File: config.mk
export PLATFORM = sky130hd
export DESIGN_NAME = codec_boot_seq
export DESIGN_NICKNAME = d
export VERILOG_FILES = /design/src/rtl/codec_boot_seq.sv
export SDC_FILE = /design/constraint.sdc
export NUM_CORES = 1
export LEC_CHECK = 0
export CORE_ASPECT_RATIO = 1.4
export CORE_UTILIZATION = 64
export CTS_CLUSTER_DIAMETER = 100
export DETAILED_ROUTE_END_ITERATION = 8
export DONT_BUFFER_PORTS = 1
export GPL_TIMING_DRIVEN = 0
export PLACE_DENSITY_LB_ADDON = 0.05
export SLEW_MARGIN = 25
export SYNTH_ARGS = -nofsm -noshare
export SYNTH_HDL_FRONTEND = slang
export SYNTH_SLANG_ARGS = --single-unit
File: constraint.sdc
create_clock -name clk -period 3.4 [get_ports clk]
set_input_delay 0.51 -clock clk [delete_from_list [all_inputs] [get_ports clk]]
set_output_delay 0.51 -clock clk [all_outputs]
set_load 0.05 [all_outputs]
File: src/rtl/codec_boot_seq.sv
module codec_boot_seq #(
  parameter int FW_WORDS    = 8,
  parameter int PRM_WORDS   = 3,
  parameter int SETUP_CYC   = 1,
  parameter int PULSE_CYC   = 2,
  parameter int HOLD_CYC    = 1,
  parameter int TIMEOUT_CYC = 4096,
  parameter logic [31:0] PLL_CFG    = 32'h0000_0084,
  parameter logic [31:0] CHAN_WORD0 = 32'h0201_0503,
  parameter logic [31:0] CHAN_WORD1 = 32'h0301_0503,
  localparam int ROM_AW = $clog2(FW_WORDS + PRM_WORDS)
) (
  input  logic              clk,
  input  logic              rst_n,
  input  logic              start,
  input  logic              par_mode,
  input  logic [1:0]        irq_n,
  output logic [ROM_AW-1:0] rom_addr,
  input  logic [31:0]       rom_data,
  output logic [3:0]        bus_addr,
  output logic [31:0]       bus_wdata,
  output logic [1:0]        bus_sel,
  output logic              bus_wr,
  output logic              bus_rd,
  input  logic [31:0]       bus_rdata,
  output logic              done,
  output logic              err,
  output logic [1:0]        err_code
);
  localparam int PMAX = (SETUP_CYC > PULSE_CYC) ? ((SETUP_CYC > HOLD_CYC) ? SETUP_CYC : HOLD_CYC)
                                                : ((PULSE_CYC > HOLD_CYC) ? PULSE_CYC : HOLD_CYC);
  localparam int PCW  = $clog2(PMAX + 1);
  localparam int WMAX = (FW_WORDS > PRM_WORDS) ? FW_WORDS : PRM_WORDS;
  localparam int IW   = $clog2(WMAX + 1);
  localparam int TW   = $clog2(TIMEOUT_CYC + 1);

  typedef enum logic [4:0] {
    S_IDLE, S_PLL, S_BOOT1, S_BUS1, S_MM1, S_IA1, S_FW, S_BOOT2, S_BUS2, S_MM2,
    S_IA2, S_CHAN, S_PRM, S_COMMIT, S_IEN, S_WAIT, S_FLG, S_ID, S_DONE
  } step_t;

  step_t          st;
  logic [1:0]     ph;
  logic [PCW-1:0] pc;
  logic [IW-1:0]  idx;
  logic [TW-1:0]  tmo;
  logic           cur, par, ok;

  wire            xact  = !(st inside {S_IDLE, S_WAIT, S_DONE});
  wire            is_rd = st inside {S_FLG, S_ID};
  wire [PCW-1:0]  lim   = (ph == 2'd0) ? PCW'(SETUP_CYC) : (ph == 2'd1) ? PCW'(PULSE_CYC) : PCW'(HOLD_CYC);
  wire            last  = (pc == lim - PCW'(1));
  wire            fin   = xact && (ph == 2'd2) && last;
  wire [1:0]      own   = cur ? 2'b10 : 2'b01;

  assign bus_wr   = xact && (ph == 2'd1) && !is_rd;
  assign bus_rd   = xact && (ph == 2'd1) && is_rd;
  assign bus_sel  = !xact ? 2'b00 : (par && !(st inside {S_CHAN, S_FLG, S_ID})) ? 2'b11 : own;
  assign rom_addr = (st == S_PRM) ? ROM_AW'(FW_WORDS) + ROM_AW'(idx) : ROM_AW'(idx);
  assign done     = (st == S_DONE);

  always_comb begin
    bus_addr  = 4'd0;
    bus_wdata = 32'h0;
    case (st)
      S_PLL:          begin bus_addr = 4'd0; bus_wdata = PLL_CFG; end
      S_BOOT1:        begin bus_addr = 4'd1; bus_wdata = 32'h0000_008A; end
      S_BOOT2:        begin bus_addr = 4'd1; bus_wdata = 32'h0000_008D; end
      S_BUS1, S_BUS2: begin bus_addr = 4'd2; bus_wdata = 32'h0000_000A; end
      S_MM1, S_MM2:   begin bus_addr = 4'd3; bus_wdata = 32'h0000_000A; end
      S_IA1:          begin bus_addr = 4'd4; bus_wdata = 32'h0005_0000; end
      S_IA2:          begin bus_addr = 4'd4; bus_wdata = 32'h0005_7F00; end
      S_FW, S_PRM:    begin bus_addr = 4'd5; bus_wdata = rom_data; end
      S_CHAN:         begin bus_addr = 4'd5; bus_wdata = cur ? CHAN_WORD1 : CHAN_WORD0; end
      S_COMMIT:       begin bus_addr = 4'd5; bus_wdata = 32'h0; end
      S_IEN:          begin bus_addr = 4'd6; bus_wdata = 32'h0000_0400; end
      S_FLG:          bus_addr = 4'd7;
      S_ID:           bus_addr = 4'd8;
      default:        ;
    endcase
  end

  always_ff @(posedge clk or negedge rst_n) begin
    if (!rst_n) begin
      st <= S_IDLE; ph <= '0; pc <= '0; idx <= '0; tmo <= '0;
      cur <= 1'b0; par <= 1'b0; ok <= 1'b0; err <= 1'b0; err_code <= '0;
    end else if (st == S_IDLE || st == S_DONE) begin
      if (start) begin
        st <= S_PLL; par <= par_mode; cur <= 1'b0; err <= 1'b0; err_code <= '0;
        ph <= '0; pc <= '0; idx <= '0; tmo <= '0;
      end
    end else if (st == S_WAIT) begin
      if (!irq_n[cur]) begin
        st <= S_FLG; tmo <= '0;
      end else if (tmo == TW'(TIMEOUT_CYC - 1)) begin
        st <= S_DONE; err <= 1'b1; err_code <= 2'd1;
      end else tmo <= tmo + TW'(1);
    end else begin
      if (last) begin
        pc <= '0;
        ph <= (ph == 2'd2) ? 2'd0 : ph + 2'd1;
      end else pc <= pc + PCW'(1);
      if (ph == 2'd1 && last)
        ok <= (st == S_FLG) ? bus_rdata[10] : (bus_rdata == 32'h0000_FF82);
      if (fin) begin
        case (st)
          S_FW:
            if (idx == IW'(FW_WORDS - 1)) begin idx <= '0; st <= S_BOOT2; end
            else idx <= idx + IW'(1);
          S_CHAN:
            if (par && !cur) cur <= 1'b1;
            else begin cur <= par ? 1'b0 : cur; st <= S_PRM; end
          S_PRM:
            if (idx == IW'(PRM_WORDS - 1)) begin idx <= '0; st <= S_COMMIT; end
            else idx <= idx + IW'(1);
          S_FLG:
            if (!ok) begin st <= S_DONE; err <= 1'b1; err_code <= 2'd2; end
            else st <= S_ID;
          S_ID:
            if (!ok) begin st <= S_DONE; err <= 1'b1; err_code <= 2'd3; end
            else if (!cur) begin cur <= 1'b1; st <= par ? S_WAIT : S_PLL; end
            else st <= S_DONE;
          default: st <= step_t'(st + 5'd1);
        endcase
      end
    end
  end
endmodule

==> results_dict.tcl <==
set metrics [dict create \
    outcome "finished, violations left" \
    failed_checks "DRC" \
    height_of_the_die_um 78.9 \
    worst_hold_margin_ps 39.0 \
    slowest_stage_cell_crit_path "dfrtp_1" \
    timing.max_slew.rel_slack_pct 27.0 \
    power.share.sequential_pct 22.2 \
    detail_route.drc_violations 9 \
    ir_worst_vdd_uv 727 \
    rsz_0062_raised_after_global_routing "false" \
    p_leak_nw 1.29 \
    route.detailed.vias_per_inst 6.97 \
    worst_path_dominant_cell_family "buffers and inverters" \
    postSynth.asyncResetShare_pct 100 \
    worstReg2RegEnd "tmo[3]$_DFFE_PN0P_" \
    clock-skew-final_ps 8.43 \
    synth_mux_area_share_pct 4.30 \
    floorplan.rows 27 \
    fin_crit_sh_pct 95.0 \
    insertion_delay_ps 290 \
    cts_max_level 2 \
    path_cells "inv_1 > ha_1 > clkbuf_1 > mux2i_1 > nor3_2 > clkbuf_2 > buf_2 > a21o_1" \
    detail_route.iter0.violations 253 \
    synthSimpleGateAreaFrac_pct 29.4 \
    place_hpwl_um 5830 \
    max_stage_delay_ps 430 \
    dr_total_vias 2731 \
    total_clock_buffers_created_by_cts 5 \
    post_synthesis_adder_cell_area_fraction_pct 3.70 \
    start_util_pct 67.8 \
    timing.fmax_mhz 310 \
    clock_power_share_pct 12.5 \
    port_buffers 0 \
    most-common-layout-cells "39 x nand2_1, 32 x dfrtp_1, 24 x nor2_1" \
    timing.final.setup_violations 0 \
    syn_area_per_cell_um2 7.95 \
    post-route-min-period_ps 3230 \
    cp_max_fo 10 \
    clock_path_buffers 2 \
    yosys.area_share.xor_xnor_pct 0.972 \
    finalMaxSlewViolations 0 \
    prevailing_post_synth_register_cell "dfrtp_1" \
    timing.critical_path.from_type "flop" \
    synth_top_family_by_area "simple AND/OR/NAND/NOR gates" \
    crit_path_end_kind "output pin" \
    syn-cell-area_um2 2700 \
    detail-route-antenna-nets 0 \
    clock-root-buffer "clkbuf_8" \
    worst_setup_hold_path_clk_slew_ps 70 \
    critPathBufInv 4 \
    syn_nets 418 \
    design.final.nets 426 \
    groute.usage.overall_pct 34.7 \
    fp.dieW_um 56.9 \
    clock_sinks 32 \
    n_antenna_cell 0 \
    required_ps 2890 \
    grt_start_max_net_pins 33 \
    drt_pass1_iterations 7 \
    place.gp.congestion 0.969 \
    overflow 0 \
    crit_arrival_ps 2720 \
    core_area_um2 3990 \
    first_global_vias 2591 \
    io_pins 118 \
    die_area_um2 4490 \
    synth_edf_count 0 \
    netlist-cell-type-count 68 \
    routed_wirelength_um 7670 \
    timing.final.hold_violations 0 \
    synth-warning-count 0 \
    drive_gt1_share_pct 16.0 \
    synth_seq_cells 32 \
    r2r_setup_slk_ps 290 \
    power.share.combinational_pct 65.3 \
    grt_pass1_wl_um 12100 \
    seq_area_frac_synth_pct 29.6 \
    crit-reg2reg-launch "st[3]$_DFFE_PN0P_" \
    holdCritPathClass "in -> async" \
    synthCells 340 \
    layout.cells.most_common "nand2_1" \
    reg2regPathDepth 10 \
    worst_slew_pin_slew_ps 1090 \
    synth_compound_gate_area_share_pct 25.6 \
    cts_tree "done" \
    cap_violations 0 \
    antenna_violations_before_repair 0 \
    critical_path_class "reg -> out" \
    numPlacedInstances 383 \
    cellInternalPower_w 0.00120 \
    avgRoutedWirePerCell_um 19.6 \
    flow.area_growth_from_synthesis_pct 8.75 \
    power.net_switching_w 0.00171 \
    cellPowerDensity_nw_per_um2 991 \
    netSwitchingFraction_pct 58.8 \
    post-layout-total-power_w 0.00291 \
    instances_no_fill 392 \
]
## area by class of cell
class	count	area, um2
Multi-Input combinational cell	272	1780
Clock buffer	6	72.6
Tap cell	43	53.8
Clock inverter	2	35.0
Buffer	23	125
Timing Repair Buffer	1	20.0
Sequential cell	32	801
Inverter	13	48.8
Fill cell	322	1050
## synth_stat cells, drive strengths merged, types with 6 or more instances
cell type / n / area [um2]
nor2: 26 / 97.6
dfrtp: 32 / 801
inv: 13 / 48.8
clkbuf: 9 / 33.8
buf: 14 / 88.8
nand3: 13 / 65.1
ha: 8 / 100
o31ai: 6 / 58.8
nand2: 40 / 150
nand4: 7 / 50.1
nor3: 6 / 30.0
nand2b: 7 / 43.8
o21ai: 27 / 135
or3: 6 / 42.5
nor4: 6 / 37.5
a21oi: 15 / 78.8
mux2i: 9 / 90.1
a21boi: 6 / 45.0
and2: 17 / 106
a21o: 7 / 53.8
## power groups by stage
stage / Combinational, W / Sequential, W / Clock, W
final: 0.00190 / 0.000647 / 0.000364
after detailed placement: 0.00184 / 0.000649 / 0
after floorplan: 0.00158 / 0.000617 / 0
after global placement: 0.00181 / 0.000642 / 0
after global routing: 0.00202 / 0.000661 / 0.000380
after CTS: 0.00188 / 0.000642 / 0.000367
## logic make-up (layout without fill, tap and decap cells)
kind of cell | Yosys count | after routing
AOI/OAI and AO/OA | 99 | 99
DFF | 32 | 32
and+or+nand+nor | 151 | 151
adders and majority gates | 8 | 8
muxes | 11 | 11
buffers and inverters | 36 | 45
xor gates and xnor gates | 3 | 3
## worst register-to-register path, delay by kind of cell (launching register included)
family / cells / cell delay (ps)
compound gates: 3 / 640
flops: 1 / 440
buf+inv: 4 / 1100
fa+ha+maj: 1 / 320
simple gates: 2 / 530
## worst max-delay path by stage
stage	start	to	slack [ps]	cells past startpoint
6_report	st[0]$_DFFE_PN0P_	bus_wdata[9]	170	8
5_1_grt	st[0]$_DFFE_PN0P_	bus_wdata[25]	50	8
4_1_cts	st[3]$_DFFE_PN0P_	bus_sel[1]	30	7
3_5_place_dp	st[0]$_DFFE_PN0P_	bus_wdata[0]	20	8
3_3_place_gp	st[0]$_DFFE_PN0P_	bus_wdata[1]	-190	9
2_1_floorplan	st[0]$_DFFE_PN0P_	bus_wdata[1]	120	5
## through the flow
step	setup WS, ps	area [um2]	setup TNS, ps	utilization [%]
after floorplan	120	2700	0	-
final	171	2940	0	73.8
after global placement	-192	2760	-202	69.2
after detailed placement	18.3	2770	0	69.5
after global routing	45.9	2940	0	73.8
after CTS	27.2	2930	0	73.4
## layer usage
layer  wire length (um)  global-route usage [%]  vias to the layer above
met3                505                    3.42                       20
met4                207                    17.1                        0
li1                   -                       -                     1258
met1               2930                    38.8                     1288
met5                  0                       0                        -
met2               4020                    64.4                      165
## sequential cells by signal (all words and copies together) (netlist names)
register  count
ok            1
st            5
cur           1
idx           4
ph            2
pc            2
tmo          13
par           1
err_code      2
err           1
## what timing repair did
action,in CTS,in global routing
endpoints found under the hold margin,32,0
hold buffers,1,0
resized for setup,18,5
setup endpoints to repair,23,26
setup buffers,0,0
Note: power is estimated with default switching activity, not from simulation.
